[src/rtl/cfg_stream_rom.sv]
module cfg_stream_rom #(
  parameter int unsigned DEPTH           = 64,
  parameter bit          RST_ACTIVE_HIGH = 1'b1,
  parameter int unsigned MASK            = 45,
  parameter bit          INVERT          = 1'b1
) (
  input  logic clk_i,
  input  logic rst_oe_i,
  input  logic ce_n_i,
  output logic data_o,
  output logic drive_o,
  output logic standby_o,
  output logic at_tc_o
);
  localparam int unsigned AW = (DEPTH > 1) ? $clog2(DEPTH) : 1;
  localparam logic [AW-1:0] TC_ADDR = AW'(DEPTH - 1);
  localparam logic [AW-1:0] MASK_V  = AW'(MASK);

  logic             rst_act;
  logic             ce_act;
  logic [AW-1:0]    addr;
  logic [DEPTH-1:0] rom_bits;

  assign rst_act = RST_ACTIVE_HIGH ? rst_oe_i : ~rst_oe_i;
  assign ce_act  = ~ce_n_i;

  for (genvar g = 0; g < DEPTH; g++) begin : g_rom
    assign rom_bits[g] = (^(AW'(g) & MASK_V)) ^ INVERT;
  end

  always_ff @(posedge clk_i or posedge rst_act) begin
    if (rst_act)                      addr <= '0;
    else if (ce_act && addr != TC_ADDR) addr <= addr + 1'b1;
  end

  assign drive_o   = ce_act & ~rst_act;
  assign data_o    = drive_o & rom_bits[addr];
  assign standby_o = ~ce_act;
  assign at_tc_o   = (addr == TC_ADDR);
endmodule

[config.mk]
export PLATFORM = sky130hd
export DESIGN_NAME = cfg_stream_rom
export DESIGN_NICKNAME = d
export VERILOG_FILES = /design/src/rtl/cfg_stream_rom.sv
export SDC_FILE = /design/constraint.sdc
export NUM_CORES = 1
export LEC_CHECK = 0
export BUFFER_PORTS_ARGS = -buffer_cell sky130_fd_sc_hd__buf_2
export CAP_MARGIN = 20
export CORE_AREA = 2 2 39 41
export CTS_BUF_LIST = sky130_fd_sc_hd__clkbuf_2 sky130_fd_sc_hd__clkbuf_4 sky130_fd_sc_hd__clkbuf_8
export CTS_CLUSTER_SIZE = 28
export DETAILED_ROUTE_END_ITERATION = 8
export DIE_AREA = 0 0 41 43
export GPL_TIMING_DRIVEN = 0
export PLACE_DENSITY_LB_ADDON = 0.15
export SLEW_MARGIN = 5
export SYNTH_ARGS = -nofsm -noshare
export SYNTH_HDL_FRONTEND = slang
export SYNTH_SLANG_ARGS = --single-unit
export TNS_END_PERCENT = 5
[constraint.sdc]
create_clock -name clk_i -period 1.6 [get_ports clk_i]
set_input_delay 0 -clock clk_i [delete_from_list [all_inputs] [get_ports clk_i]]
set_output_delay 0 -clock clk_i [all_outputs]
set_load 0.03 [all_outputs]
==> qor.txt, run 1 <==
Area fraction in compound gates after synthesis -> 10.45%
Run status -> finished clean
Slowest-stage cell, CP -> dfrtp_1
Min Tclk post-route -> 1387 ps
Drt total wl -> 653 µm
Die area -> 1763 µm²
Inserted Diodes -> 0
Vias in the first global route -> 242
Port bufs -> 6
Cts hold-fix bufs -> 1
Initial antenna violation count -> 0
Headroom to the max-slew limit -> 82.94%
CP Capture Type -> output pin
Ratio of cells with drive above 1 in the final layout -> 29.55%
Clock slew at the register clock pins of the worst setup and hold paths -> 50 ps
Pwr/cell area -> 1971 nW/µm²
Maximum clock path buffer count -> 2
Critical path class -> reg2out
Max-Cap Viols -> 0
CTS buffer count -> 3
Post-Route Skew -> 1.141 ps
Setup TNS -> 0 ps
Area grow syn2layout -> 23.00%
CTS resizes -> 0
Row Count -> 14
Sink Count -> 6
Routability cong. -> 0.7418
Final Max Slew Viols -> 0
DRT Pass-1 Iters -> 2
Area of the multi-input gates -> 193.9 µm²
Largest register FFs -> 6
Library cells used by synthesis -> 21
CP delay by family, top -> flip-flops
Wire length per cell -> 10.88 µm
DIE HEIGHT -> 43 µm
First-pass GRT wire length -> 1041 µm
Die span in x -> 41 µm
CTS tree -> built
Post-layout nets -> 50
R2r setup slk -> 230 ps
Postcts setup bufs -> 0
Mapped Avg Cell Area -> 10.56 µm²
Proportion of synthesized area in mux cells -> 7.317%
Overflow after GRT -> 0
Crit path buffers/inverters -> 1
Drt via density -> 4.733
Hold Path Class -> in2reg
Post-Syn Area -> 359.1 µm²
CP arrival -> 1390 ps
Starting Density -> 25.95%
Worst Path Required -> 1600 ps
Largest regs -> addr: 6 flops
DR vias -> 284
Non-Filler Instances -> 60
Seq/Total Area, Yosys -> 41.81%
Mapped Nets -> 38
Period utilization -> 86.67%
Main combinational cell family by area after synthesis -> simple AND/OR/NAND/NOR gates
Fillcell total -> 156
Dpl cells -> 56
Synthesized flop and latch total -> 6
GRT Overall Usage -> 9.707%
Leakage -> 0.2057 nW
Initial DRC count -> 5
Largest net degree at the start of global routing -> 8
Syn Inst Count -> 34
Core area -> 1384 µm²
Synth Area in Simple Gates -> 23.00%
RSZ-0062 raised after global routing -> no
Clock latency on the worst-skew pair -> 250 ps
Largest stage delay on the critical path -> 440 ps
Register area -> 150.1 µm²
Synth Area in XOR/XNOR -> 9.756%
Max Freq -> 721.1 MHz
Synthesis Warnings -> 0
CP cell instances -> xor2_1 > xnor2_1 > nor3_1 > buf_2
# H-tree levels -> 1
Clk root buf -> clkbuf_4
Final Hold Fails -> 0
Peak VDD IR -> 0.0005618 V
Post-Synth Adder-Cell Area -> 3.484%
DP HPWL -> 506.4 µm
Worst-Margin Slew -> 255.6 ps
CP Max Fanout -> 7
Remaining antenna violation count -> 0
# setup viols final -> 0
DRC errors left -> 0
I/O pin count -> 7
Reg with most FFs -> addr
CP startpoint kind -> flop
cells in the final DEF (no fill, tap or decap), drive strengths merged:
| cell | Yosys | routed |
|---|---|---|
| nor3 | 1 | 1 |
| xnor2 | 2 | 2 |
| inv | 2 | 2 |
| and3 | 1 | 1 |
| and2 | 2 | 2 |
| a31oi | 2 | 2 |
| xor2 | 2 | 2 |
| and4b | 1 | 1 |
| nand4b | 1 | 1 |
| ha | 1 | 1 |
| a41oi | 1 | 1 |
| nand2b | 1 | 1 |
| nor2 | 3 | 3 |
| nand3 | 1 | 1 |
| dlygate4sd3 | 0 | 1 |
| buf | 1 | 7 |
| clkbuf | 0 | 3 |
| nor2b | 2 | 2 |
| a21oi | 2 | 2 |
| dfrtp | 6 | 6 |
| mux2 | 2 | 2 |
logic make-up (layout without fill, tap and decap cells):
kind of cell,Yosys count,count (layout)
AND/OR/NAND/NOR,13,13
flip-flops,6,6
AO/OA/AOI/OAI,5,5
XOR/XNOR,4,4
buffers and inverters,3,13
multiplexers,2,2
adder cells (fa/ha/maj),1,1
where the power goes:
part / leakage [nW] / switching [mW] / internal [mW] / total [mW]
sequential: 0.0691 / 0.113 / 0.230 / 0.343
combinational: 0.123 / 0.175 / 0.208 / 0.383
clock: 0.0138 / 0.0589 / 0.0851 / 0.144
total: 0.206 / 0.347 / 0.524 / 0.871
cells in the mapped netlist (all sizes together):
cell type | number | share of area (%)
a41oi | 1 | 2.4
dfrtp | 6 | 42
and4b | 1 | 2.8
and3 | 1 | 3.1
nor3 | 1 | 1.4
nor2 | 3 | 3.1
ha | 1 | 3.5
a21oi | 2 | 2.8
xnor2 | 2 | 4.9
nand4b | 1 | 2.4
buf | 1 | 2.1
mux2 | 2 | 7.3
nand3 | 1 | 1.4
a31oi | 2 | 5.2
xor2 | 2 | 4.9
and2 | 2 | 3.5
nor2b | 2 | 3.5
inv | 2 | 2.1
nand2b | 1 | 1.7
tightest hold or removal path, cell delays in order:
cell,delay (ps)
buf_2,150
a31oi_2,70
xor2_1,140
stage by stage:
stage | area, µm² | setup slack [ps] | hold WS (ps) | util (%) | power [mW]
after floorplan | 359.1 | 227.1 | -209.0 | - | 0.6446
after global placement | 409.1 | 226.9 | -52.46 | 29.57 | 0.7170
after detailed placement | 409.1 | 245.5 | -40.71 | 29.57 | 0.7288
after CTS | 441.7 | 201.3 | 160.7 | 31.92 | 0.8783
after global routing | 441.7 | 127.8 | 162.2 | 31.92 | 0.9485
final | 441.7 | 213.3 | 160.9 | 31.92 | 0.8706
layer usage:
| layer | wire length (µm) | share of wire, % | track usage (%) |
|---|---|---|---|
| met3 | 51 | 7.8 | 4.712 |
| met2 | 270 | 41 | 12.19 |
| met1 | 300 | 46 | 10.86 |
| met5 | 0 | 0 | 0 |
| met4 | 31 | 4.7 | 10.00 |
final cells by class:
type	count	area share, %
multi-input combinational	25	43.91
clock buffer	3	5.099
sequential	6	33.99
inverter	2	1.700
tap	16	4.533
timing repair buffer	7	9.065
buffer	1	1.700
final timing paths:
kind	end	startpoint	cells past startpoint
hold reg to reg	addr[0]	addr[0]	1
setup reg to reg	addr[1]	addr[0]	3
setup / recovery	data_o	addr[2]	4
hold / removal	addr[0]	ce_n_i	3
min in group asynchronous	addr[5]	rst_oe_i	3
max in group asynchronous	addr[4]	rst_oe_i	3
(Power assumes the default switching activity.)
==> run 2, diff against run 1 <==
--- a/config.mk
+++ b/config.mk
@@ -14,6 +14,7 @@
 export DIE_AREA = 0 0 41 43
 export GPL_TIMING_DRIVEN = 0
 export PLACE_DENSITY_LB_ADDON = 0.15
+export REMOVE_ABC_BUFFERS = 1
 export SLEW_MARGIN = 5
 export SYNTH_ARGS = -nofsm -noshare
 export SYNTH_HDL_FRONTEND = slang
==> run 2 against run 1 <==
- sequential power about the same
- critical path depth down 1
- clock skew up 6.3 ps
- sequential cell count stayed put
- first-iteration DRC count fell by 20%
- fmax down 1.0%
- final area is 1.7% lower
- sequential share of layout area rose by 0.59 points
- global-route usage fell by 0.42 points
- hold slack worse by 13 ps
- non-clock buffer count is 1 lower
- utilization decreased by 0.54 points
- highest routed layer is now met3
==> qor.txt, run 2 (synthesis results as in run 1) <==
Run status -> finished clean
Largest net degree at the start of global routing -> 8 (unchanged)
Peak VDD IR -> 0.0006171 V (+9.8%)
Period utilization -> 87.58% (+0.91 points)
CTS tree -> built
Area of the multi-input gates -> 193.9 µm² (unchanged)
Ratio of cells with drive above 1 in the final layout -> 27.91% (-1.6 points)
R2R Path Start -> addr[0]
Pwr/cell area -> 2011 nW/µm² (+2.0%)
Clk root buf -> clkbuf_4
Critical Path End -> addr[1]
Register area -> 150.1 µm² (unchanged)
Overflow after GRT -> 0 (unchanged)
Largest register FFs -> 6 (unchanged)
DR vias -> 276 (-2.8%)
Postcts setup bufs -> 0 (unchanged)
I/O pin count -> 7 (unchanged)
CTS buffer count -> 3 (unchanged)
Headroom to the max-slew limit -> 84.41% (+1.5 points)
Post-Route Skew -> 7.469 ps (+6.328 ps)
CTS resizes -> 0 (unchanged)
Largest regs -> addr: 6 flops
Area grow syn2layout -> 20.91%
Critical path class -> reg2reg
R2r setup slk -> 200 ps (-30 ps)
Drt total wl -> 651 µm (-0.31%)
DIE HEIGHT -> 43 µm (unchanged)
# H-tree levels -> 1 (unchanged)
Clock slew at the register clock pins of the worst setup and hold paths -> 40 ps (about the same)
GRT Overall Usage -> 9.284% (-0.42 points)
Final Max Slew Viols -> 0 (unchanged)
Sink Count -> 6 (unchanged)
CP Capture Type -> flop
Power, Total -> 0.8730 mW (+0.27%)
Leakage -> 0.2009 nW (-2.3%)
First-pass GRT wire length -> 1048 µm (+0.67%)
Starting Density -> 25.95% (unchanged)
Worst Path Required -> 1730 ps (+130 ps)
Vias in the first global route -> 240 (-0.83%)
Final Cell Area -> 434.2 µm² (-1.7%)
Row Count -> 14 (unchanged)
Cts hold-fix bufs -> 1 (unchanged)
Port bufs -> 6 (unchanged)
Final Hold Fails -> 0 (unchanged)
CP arrival -> 1530 ps (+140 ps)
Min Tclk post-route -> 1401 ps (+14.55 ps)
Hold Path Class -> in2reg
Reg2reg end -> addr[1]
Clock latency on the worst-skew pair -> 250 ps (about the same)
# setup viols final -> 0 (unchanged)
CP startpoint -> addr[0]
Remaining antenna violation count -> 0 (unchanged)
Maximum clock path buffer count -> 2 (unchanged)
Wire length per cell -> 11.03 µm (+1.4%)
Worst Reg-to-Reg Cells -> 3 (unchanged)
Inserted Diodes -> 0 (unchanged)
Initial DRC count -> 4 (-1)
Post-layout nets -> 49 (-2.0%)
CP Max Fanout -> 5 (-2)
Cell Area, Placed -> 401.6 µm² (-1.8%)
Setup TNS -> 0 ps (unchanged)
Initial antenna violation count -> 0 (unchanged)
RSZ-0062 raised after global routing -> no
Die area -> 1763 µm² (unchanged)
Core area -> 1384 µm² (unchanged)
DRC errors left -> 0 (unchanged)
DRT Pass-1 Iters -> 2 (unchanged)
Drt via density -> 4.678 (-1.2%)
Fillcell total -> 148 (-5.1%)
Reg with most FFs -> addr
CP startpoint kind -> flop
Max Freq -> 713.6 MHz (-1.0%)
Die span in x -> 41 µm (unchanged)
Routability cong. -> 0.6803 (-8.3%)
Max-Cap Viols -> 0 (unchanged)
Worst-Margin Slew -> 233.6 ps (-22.07 ps)
Most frequent cells in the layout -> dfrtp_1 (6), buf_2 (6), nor2_1 (3), clkbuf_4 (3)
==> run 2: routing by layer <==
layer | track usage, % | wire [µm] | vias up
met5 | 0 | 0 | -
met4 | 2.000 | 0 | 0
met3 | 7.853 | 44 | 0
met2 | 11.56 | 316 | 5
met1 | 12.09 | 291 | 131
li1 | - | - | 140
==> run 2: layout make-up <==
cell class	instances	share of cell area, %
Multi-Input combinational cell	25	44.67
Sequential cell	6	34.58
Tap cell	16	4.611
Timing Repair Buffer	7	9.222
Clock buffer	3	5.187
Inverter	2	1.729
==> run 2: how the worst min path moves through the flow <==
stage	from	endpoint	slack, ps	cells past startpoint
after CTS	ce_n_i	addr[0]	140	3
after floorplan	rst_oe_i	addr[0]	-210	1
after detailed placement	rst_oe_i	addr[1]	-50	2
after global placement	rst_oe_i	addr[0]	-50	2
after global routing	ce_n_i	addr[0]	170	3
final	ce_n_i	addr[0]	150	3
==> run 2: worst max-delay path: stages, from the launching register on <==
cell     delay [ps]
dfrtp_1         440
ha_1            270
a31oi_2         250
mux2_4          320
==> run 2: power by group <==
part | switching (mW) | total (mW) | internal [mW] | leakage, nW
clock network | 0.0579 | 0.143 | 0.0851 | 0.0138
logic | 0.181 | 0.388 | 0.207 | 0.118
registers | 0.112 | 0.342 | 0.230 | 0.0691
==> run 2: stage by stage <==
stage                     utilization [%]  cells  setup WS (ps)  hold slack [ps]
after floorplan                         -     33          227.1           -209.0
after CTS                           31.37     59          189.5            136.9
after detailed placement            29.02     55          203.8           -52.70
after global routing                31.37     59          141.8            168.3
after global placement              29.02     55          227.8           -47.74
final                               31.37     59          198.7            148.0
==> run 3, diff against run 2 <==
--- a/config.mk
+++ b/config.mk
@@ -8,7 +8,6 @@
 export BUFFER_PORTS_ARGS = -buffer_cell sky130_fd_sc_hd__buf_2
 export CAP_MARGIN = 20
 export CORE_AREA = 2 2 39 41
-export CTS_BUF_LIST = sky130_fd_sc_hd__clkbuf_2 sky130_fd_sc_hd__clkbuf_4 sky130_fd_sc_hd__clkbuf_8
 export CTS_CLUSTER_SIZE = 28
 export DETAILED_ROUTE_END_ITERATION = 8
 export DIE_AREA = 0 0 41 43
==> constraint.sdc (replaced) <==
create_clock -name clk_i -period 1.2 [get_ports clk_i]
set_input_delay 0 -clock clk_i [delete_from_list [all_inputs] [get_ports clk_i]]
set_output_delay 0 -clock clk_i [all_outputs]
set_load 0.03 [all_outputs]
==> run 3 against run 2 <==
- the run now ends with negative setup slack left
- die area unchanged
- critical endpoint is now data_o
- largest cell class unchanged
- register-to-register slack got worse by 270 ps
- via count increased by 9.4%
- clock power increased by 34%
- first-iteration DRC count unchanged
- clock skew increased by 2.2 ps
- wire length increased by 24%
- non-clock buffer count increased by 4
==> qor.txt, run 3 (synthesis results as in run 1) <==
Period utilization -> 113.4%
Row Count -> 14 (unchanged)
Switching Fraction -> 39.63% (-0.52 points)
Largest register FFs -> 6 (unchanged)
Run status -> complete, but fails checks
Post-Route Skew -> 9.705 ps (+2.235 ps)
CP startpoint kind -> flop
Register area -> 153.9 µm² (+2.5%)
Combinational share of power -> 55.6% (+11 points)
Routability cong. -> 0.6803 (unchanged)
Non-Filler Instances -> 63 (+6.8%)
Switch Pwr -> 0.5744 mW (+64%)
Post-layout nets -> 53 (+8.2%)
CP cell instances -> xor2_1 > xnor2_1 > nor3_1 > buf_4
Clock slew at the register clock pins of the worst setup and hold paths -> 50 ps (about the same)
Failing checks -> negative setup slack
CP Max Fanout -> 3 (-2)
DR vias -> 302 (+9.4%)
DRT Pass-1 Iters -> 3 (+1)
# H-tree levels -> 1 (unchanged)
Clk root buf -> clkbuf_4
# setup viols final -> 4 (+4)
Dpl cells -> 55 (unchanged)
Overflow after GRT -> 0 (unchanged)
Hold Path Class -> in2reg
CP delay by family, top -> flip-flops
CP arrival -> 1360 ps (-170 ps)
Drt via density -> 4.794 (+2.5%)
Largest net degree at the start of global routing -> 8 (unchanged)
Hold Path Depth -> 3 (unchanged)
Ratio of cells with drive above 1 in the final layout -> 51.06% (+23 points)
Clock latency on the worst-skew pair -> 250 ps (about the same)
R2R Path Start -> addr[0]
R2r setup slk -> -70 ps (-270 ps)
Final Util -> 37.16% (+5.8 points)
Final worst slack -> -161.1 ps (-359.9 ps)
Reg2reg end -> addr[1]
Vias in the first global route -> 286 (+19%)
Max-Cap Viols -> 0 (unchanged)
Slowest-stage cell, CP -> dfrtp_2
Initial DRC count -> 4 (unchanged)
Area grow syn2layout -> 43.21%
I/O pin count -> 7 (unchanged)
Clock Power Share -> 13.3% (-3.1 points)
Max Freq -> 734.7 MHz
Inserted Diodes -> 0 (unchanged)
Part of the power in registers -> 31.2% (-8.0 points)
GRT Overall Usage -> 11.90% (+2.6 points)
Fin Hold WS -> 144.8 ps (-3.282 ps)
Final Max Slew Viols -> 0 (unchanged)
DRC errors left -> 0 (unchanged)
Wire length per cell -> 12.78 µm (+16%)
Core area -> 1384 µm² (unchanged)
Worst Reg-to-Reg Cells -> 3 (unchanged)
Internal -> 0.8749 mW (+67%)
Remaining antenna violation count -> 0 (unchanged)
Final Hold Fails -> 0 (unchanged)
CTS tree -> built
Largest regs -> addr: 6 flops
First-pass GRT wire length -> 1366 µm (+30%)
Headroom to the max-slew limit -> 83.97% (-0.44 points)
Pwr/cell area -> 2818 nW/µm² (+40%)
DIE HEIGHT -> 43 µm (unchanged)
Leakage -> 0.2265 nW (+13%)
Maximum clock path buffer count -> 2 (unchanged)
Initial antenna violation count -> 0 (unchanged)
Peak VDD IR -> 0.001026 V (+66%)
Drt total wl -> 805 µm (+24%)
Largest stage delay on the critical path -> 420 ps (-20 ps)
Most frequent cells in the layout -> buf_4 (5), buf_2 (4)
Critical path class -> reg2out
Hold Path End -> addr[0]
Port bufs -> 6 (unchanged)
Crit path buffers/inverters -> 1 (+1)
Worst-Margin Slew -> 240.2 ps (+6.595 ps)
Reg with most FFs -> addr
Worst Path Required -> 1200 ps (-530 ps)
Die span in x -> 41 µm (unchanged)
Fillcell total -> 136 (-8.1%)
CTS buffer count -> 3 (unchanged)
Die area -> 1763 µm² (unchanged)
Power, Total -> 1.449 mW (+66%)
CP Capture Type -> output pin
RSZ-0062 raised after global routing -> yes
Sink Count -> 6 (unchanged)
Area of the multi-input gates -> 231.5 µm² (+19%)
Commonest non-fill, non-tap cell in the layout -> buf_4
Min Tclk post-route -> 1361 ps
Starting Density -> 25.95% (unchanged)
Hold_sp -> ce_n_i
[run 3: power by group through the flow]
stage / clock (mW) / sequential, mW / combinational [mW]
5_1_grt: 0.218 / 0.469 / 0.880
6_report: 0.192 / 0.452 / 0.805
4_1_cts: 0.201 / 0.435 / 0.753
2_1_floorplan: 0 / 0.421 / 0.432
3_3_place_gp: 0 / 0.457 / 0.505
3_5_place_dp: 0 / 0.462 / 0.521
[run 3: through the flow]
step	area, µm²	worst slack (ps)	TNS (ps)
finish	514.2	-161.1	-250.9
CTS	496.7	-113.0	-424.9
floorplan	351.6	-172.9	-277.1
global placement	401.6	-172.2	-385.0
detailed placement	401.6	-196.2	-516.0
global route	514.2	-230.3	-644.9
[run 3: cell type report]
class                           instances  area share (%)
Multi-Input combinational cell         25           45.01
Tap cell                               16           3.893
Inverter                                2           1.460
Clock buffer                            3           4.380
Sequential cell                         6           29.93
Timing Repair Buffer                   11           15.33
[run 3: metal layers]
layer / track usage [%] / vias up / wire length (µm)
met5: 0 / - / 0
met4: 2.000 / 0 / 0
met3: 7.853 / 0 / 44
met2: 17.81 / 5 / 439
met1: 14.01 / 149 / 321
li1: - / 148 / -
[run 3: worst reg2reg max path, stage by stage, from the launching register on]
cell	delay (ps)
dfrtp_2	450
ha_4	200
a31oi_4	190
mux2_4	310
[run 3: how the worst max path moves through the flow]
stage / start / endpoint / slack (ps) / cells past startpoint
finish: addr[2] / data_o / -160 / 4
global placement: addr[0] / addr[1] / -170 / 3
global route: addr[3] / data_o / -230 / 4
detailed placement: addr[0] / addr[1] / -200 / 3
floorplan: addr[2] / data_o / -170 / 3
CTS: addr[2] / data_o / -110 / 4
[run 3: repair_timing]
item                                    4_1_cts  5_1_grt
endpoints found under the setup margin        7        6
buffers inserted                              4        0
hold buffers                                  1        0
endpoints found under the hold margin         6        0
cloned                                        0        0
gates resized for setup                       9        4
pin swaps                                     0        2
